$ cat config.mk
export PLATFORM = sky130hd
export DESIGN_NAME = sysreg_bank
export DESIGN_NICKNAME = d
export VERILOG_FILES = /design/src/rtl/sysreg_bank.sv
export SDC_FILE = /design/constraint.sdc
export NUM_CORES = 1
export LEC_CHECK = 0
export BUFFER_PORTS_ARGS = -buffer_cell sky130_fd_sc_hd__buf_2
export CORE_MARGIN = 4
export CORE_UTILIZATION = 35
export DETAILED_ROUTE_END_ITERATION = 16
export GPL_ROUTABILITY_DRIVEN = 0
export HOLD_SLACK_MARGIN = 0.05
export PLACE_DENSITY = 0.51
export SYNTH_ARGS = -nofsm -noshare
export SYNTH_HDL_FRONTEND = slang
export SYNTH_SLANG_ARGS = --single-unit
$ cat constraint.sdc
create_clock -name clk -period 9.41 [get_ports clk]
set_clock_uncertainty 0.05 [all_clocks]
set_input_delay 1.4115 -clock clk [delete_from_list [all_inputs] [get_ports clk]]
set_output_delay 1.4115 -clock clk [all_outputs]
set_load 0.05 [all_outputs]
$ cat src/rtl/sysreg_bank.sv
module sysreg_bank #(
  parameter logic [31:0] ADDR_BASE      = 32'h0000_0200,
  parameter logic [63:0] FEAT_MASK      = 64'h0000_0000_0000_0D01,
  parameter int          LME_BIT        = 8,
  parameter int          LMA_BIT        = 10,
  parameter int          CANON_MSB      = 47,
  parameter int          CBASE_EN_BIT   = 11,
  parameter logic [63:0] CBASE_RESET    = 64'h0000_0000_FEE0_0900,
  parameter bit          IGNORE_UNKNOWN = 1'b0
) (
  input  logic        clk,
  input  logic        rst_n,
  input  logic [31:0] acc_addr,
  input  logic [63:0] wr_data,
  input  logic        rd_en,
  input  logic        wr_en,
  input  logic [1:0]  priv_lvl,
  input  logic        real_mode,
  input  logic        paging_on,
  output logic [63:0] rd_data,
  output logic        rd_valid,
  output logic        fault,
  output logic        relocate
);
  localparam int NREG    = 13;
  localparam int IW      = $clog2(NREG);
  localparam int I_CS    = 0;
  localparam int I_SP    = 1;
  localparam int I_IP    = 2;
  localparam int I_LEG   = 3;
  localparam int I_LONG  = 4;
  localparam int I_COMP  = 5;
  localparam int I_MASK  = 6;
  localparam int I_FS    = 7;
  localparam int I_GS    = 8;
  localparam int I_KGS   = 9;
  localparam int I_AUX   = 10;
  localparam int I_FEAT  = 11;
  localparam int I_CBASE = 12;
  localparam logic [63:0] LMA_MASK = 64'h1 << LMA_BIT;

  logic [63:0] regs [NREG];
  logic [31:0] off;
  logic [IW-1:0] idx;
  logic known, canon, priv_bad, wr_bad, do_fault, base_drop, wr_ok, rd_ok;
  logic [63:0] wr_val, rd_mux;

  assign off      = acc_addr - ADDR_BASE;
  assign known    = off < NREG;
  assign idx      = off[IW-1:0];
  assign canon    = (&wr_data[63:CANON_MSB]) | ~(|wr_data[63:CANON_MSB]);
  assign priv_bad = !real_mode && (priv_lvl != 2'd0);
  assign rd_mux   = known ? regs[idx] : 64'd0;

  always_comb begin
    wr_bad = 1'b0;
    wr_val = wr_data;
    case (idx)
      IW'(I_SP), IW'(I_IP), IW'(I_LONG), IW'(I_COMP),
      IW'(I_FS), IW'(I_GS), IW'(I_KGS):
        wr_bad = !canon;
      IW'(I_CS), IW'(I_MASK), IW'(I_AUX), IW'(I_CBASE):
        wr_val = {32'd0, wr_data[31:0]};
      IW'(I_FEAT): begin
        wr_bad = (|(wr_data & ~FEAT_MASK)) ||
                 (paging_on && (wr_data[LME_BIT] != regs[I_FEAT][LME_BIT]));
        wr_val = (wr_data & FEAT_MASK & ~LMA_MASK) | (regs[I_FEAT] & LMA_MASK);
      end
      default: ;
    endcase
  end

  assign do_fault  = (rd_en || wr_en) &&
                     (priv_bad || (!known && !IGNORE_UNKNOWN) || (wr_en && known && wr_bad));
  assign base_drop = (idx == IW'(I_CBASE)) && !regs[I_CBASE][CBASE_EN_BIT];
  assign wr_ok     = wr_en && known && !do_fault && !base_drop;
  assign rd_ok     = rd_en && !wr_en && !do_fault;

  always_ff @(posedge clk) begin
    if (!rst_n) begin
      for (int i = 0; i < NREG; i++)
        regs[i] <= (i == I_CBASE) ? CBASE_RESET : 64'd0;
      rd_data  <= '0;
      rd_valid <= 1'b0;
      fault    <= 1'b0;
      relocate <= 1'b0;
    end else begin
      if (wr_ok)
        regs[idx] <= wr_val;
      rd_valid <= rd_ok;
      rd_data  <= rd_ok ? rd_mux : 64'd0;
      fault    <= do_fault;
      relocate <= wr_ok && (idx == IW'(I_CBASE));
    end
  end
endmodule

==> summary.md <==
| Metric | Value |
|---|---|
| Vias in the first global route | around 26000 |
| Crit path time final | 6.10 ns |
| Max Freq | 164 MHz |
| Critical Path End Type | register |
| Main combinational cell family by area after synthesis | multiplexers |
| Worst IR Drop VDD | 0.155 mV |
| Initial DRC Count | 2551 |
| First-pass GRT wire length | 178000 µm |
| Worst slew pin tran | 1.18 ns |
| Dpl ws | 2.72 ns |
| RSZ-0062 raised after global routing | no |
| Worst Hold Class | register to register |
| Total gr overflow | 0 |
| Clock share of power | 0.420 |
| CP top delay family | simple AND/OR/NAND/NOR gates |
| Antenna Nets Post-Route | 0 |
| Routed len/inst | 25.1 µm |
| Router iterations before antenna repair | 6 |
| Pwr Density | 207 mW/mm² |
| Crit Path Category | input pin to register |
| Die X | 364 µm |
| Power Internal | roughly 8.5 mW |
| Yosys warning count | 0 |
| Dominant synthesized flop cell | edfxtp_1 |
| DRT Wirelength | 122000 µm |
| Setup TNS | 0 ns |
| Crit-path max cell delay | between 0.7 and 0.8 ns |
| Synth top area cells | edfxtp_1, mux4_2, nor2_1 |
| Register area share after synthesis | 0.722 |
| Worst slew margin | 0.217 |
| Finish-stage setup viols | 0 |
| NumNets Final | 3221 |
| Cells after Synth | 2605 |
| Initial antenna violation count | 6 |
| HPWL Detailed | between 70000 and 80000 µm |
| Power share of the sequential group | 0.513 |
| Worst setup SP type | input pin |
| Post-synthesis xor/xnor area fraction | 0.000591 |
| Period utilization | 0.648 |
| Number of enable flip-flop cells after synthesis | 1024 |
| Top Layer Used | met4 |
| Critical Path Most Common Cell | buf_4 |
| Number of cell rows | 130 |
| Met1 wire length | 53800 µm |
| Post-route setup slack | 3.31 ns |
| Critical-path cell list | buf_2, nor3_1, nand4_1, o41ai_2, nand3_1, nor4_4, buf_4, nand4_4, buf_4, nand2_4, buf_4 |
| Metal2 WL | 56000 µm |
| Post_cts resized | 0 |
| Die ar. | 0.133 mm² |
| Worst skew pair latency | 0.72 ns |
| CTS Buffer Depth | 3 |
| Compound-cell area share of the yosys netlist | 0.00420 |
| Clk root buf | clkbuf_16 |
| Area grow syn2layout | 18.1% |
| Via density | 5.07 |
| CP bufs+invs | 4 |
| Critical path data required time | roughly 9.7 ns |
| CTS Buf Count | 116 |
| Seq cells post-synth | 1091 |
| Layout cell share with drive strength beyond 1 | 0.230 |
| Post-Syn Area | 0.0444 mm² |
| Pins over their slew limit | 0 |
| Yosys top cell area share | 0.692 |
| Post-Place Cells | approximately 4600 |
| Hold Vio Cnt, Final | 0 |
| Vias | 24700 |
| Ys async rst share | 0 |
| Mean Syn Cell Area | between 15 and 20 µm² |
| Core area | 0.126 mm² |
| Yosys top cell by area | edfxtp_1 |
| Synth cell types | 51 |
| Post-Synth Adder-Cell Area | 0.000282 |
| Leakage | 19.6 nW |
| Run status | completed |
| H-tree depth | 3 |
| CP max FO | between 60 and 70 |
| Psw | 2.41 mW |
| Number of post-CTS setup repair buffers | 0 |
| Comb pwr share | 0.067 |
| Worst-path clk slew | 0.07 ns |
| Starting Density | 0.353 |
| Sw Ratio | 0.221 |
| CTS tree | done |
| Metal3 WL | 10200 µm |
| IO Port Bufs | 170 |
| Arrival time worst endpoint | 6.39 ns |
| Drt drc | 0 |
| Post-Layout Cell Count | 4874 |
| Tot GR Track Use | 0.185 |
| Maximum number of pins on one net before global-route repair | 78 |
| Max_cap viols | 0 |
| Reg2reg setup slack | between 4 and 5 ns |
| Ports | 171 |
| Die Y | 364 µm |
| Slowest stage cell on the critical path | nand2_4 |
| Simple-Gate Fraction of Synth Area | 0.0856 |
| Clock Sink Count | around 1100 |
| Mux contribution to synthesized area | 0.162 |
| Cts hold-fix bufs | 0 |
-- power by group through the flow --
stage               clock, mW  sequential, mW  combinational (mW)
global route             4.89            5.60               0.779
global placement            0            5.67               0.725
floorplan                   0            5.67               0.449
CTS                      4.68            5.58               0.733
finish                   4.57            5.58               0.726
detailed placement          0            5.69               0.731
-- metrics by stage --
step            util  total power, mW  cell area [µm²]  hold slack (ns)
2_1_floorplan      -             6.12            45800            0.421
3_3_place_gp   0.386             6.39            48600            0.513
3_5_place_dp   0.386             6.42            48600            0.551
4_1_cts        0.416             11.0            52400            0.594
5_1_grt        0.416             11.3            52400            0.628
6_report       0.417             10.9            52400            0.596
-- worst register-to-register path: stages (launching register included) --
cell and delay [ns]:
edfxtp_1 0.41, xor2_1 0.17, and2_0 0.18, o41ai_1 0.39
nand3_1 0.25, nor4_4 0.62, buf_4 0.42, nand4_4 0.13
buf_4 0.48, nand2_4 0.73, buf_4 0.58
-- cell usage after synthesis, types with 2 or more instances --
cell type  instances
nor3_1            14
nand2_1           85
nand4_1           24
buf_4              2
o21ai_0            8
nor4_1            25
nand4b_1           3
buf_2             39
edfxtp_1        1024
nand4_2            3
nor4b_1            2
and3_1             2
nor2b_1           66
nand3_1           12
inv_1             69
or3_1              2
nor2_1           634
clkbuf_1         140
mux4_2           319
dfxtp_1           67
nand2b_1           5
a21oi_1            5
a21boi_0           2
xor2_1             3
nand3_2            2
buf_1             23
-- layout by cell type, fill, tap and decap left out, drive strengths merged, types with 2 or more instances in the layout --
| cell | netlist | final |
|---|---|---|
| a21oi | 5 | 5 |
| nand4 | 27 | 27 |
| nand4b | 3 | 3 |
| nand3 | 14 | 14 |
| nor2 | 635 | 635 |
| nand2b | 5 | 5 |
| xor2 | 3 | 3 |
| buf | 65 | 219 |
| bufinv | 0 | 7 |
| inv | 69 | 72 |
| conb | 1 | 380 |
| o41ai | 2 | 2 |
| diode | 0 | 4 |
| nor2b | 66 | 66 |
| clkbuf | 140 | 176 |
| nand2 | 85 | 85 |
| nor4b | 3 | 3 |
| dfxtp | 67 | 67 |
| o21ai | 9 | 9 |
| clkinvlp | 0 | 3 |
| and3 | 2 | 2 |
| nor4 | 27 | 27 |
| a21boi | 2 | 2 |
| edfxtp | 1024 | 1024 |
| or3 | 2 | 2 |
| nor3 | 15 | 15 |
| clkinv | 0 | 33 |
| mux4 | 319 | 319 |
-- sequential cells by signal, indices dropped and copies added (netlist names) --
| signal | cells |
|---|---|
| rd_valid | 1 |
| relocate | 1 |
| regs | 1024 |
| fault | 1 |
| rd_data | 64 |
-- kinds of logic (layout without fill, tap and decap cells) --
family / Yosys count / in the layout
flip-flops: 1091 / 1091
AND/OR/NAND/NOR: 887 / 887
multiplexers: 321 / 321
buffers and inverters: 274 / 510
AO/OA/AOI/OAI: 27 / 27
XOR/XNOR: 3 / 3
adder cells (fa/ha/maj): 1 / 1
other: 1 / 384
-- final timing paths --
path,startpoint,end,cells after the start
min,regs[11][10]$_SDFFCE_PN0P_,regs[11][10]$_SDFFCE_PN0P_,2
max reg2reg,regs[11][8]$_SDFFCE_PN0P_,regs[1][53]$_SDFFCE_PN0P_,10
max,acc_addr[17],regs[1][53]$_SDFFCE_PN0P_,11
min reg2reg,regs[11][10]$_SDFFCE_PN0P_,regs[11][10]$_SDFFCE_PN0P_,2
-- final cells by class --
class,instances,area (µm²)
diodes,4,10.0
clock buffers,176,3370
clock inverters,46,467
fillers,11500,73500
inverters,69,259
multi-input cells,1619,12900
flip-flops and latches,1091,32100
well taps,1650,2060
repair buffers,219,1280
-- layer usage --
metal / vias to the layer above / GRT usage
li1: 10500 / -
met1: 13100 / 0.269
met2: 951 / 0.285
met3: 135 / 0.0421
met4: 0 / 0.0431
met5: - / 0
No activity file was read; power rests on OpenSTA's default activity.
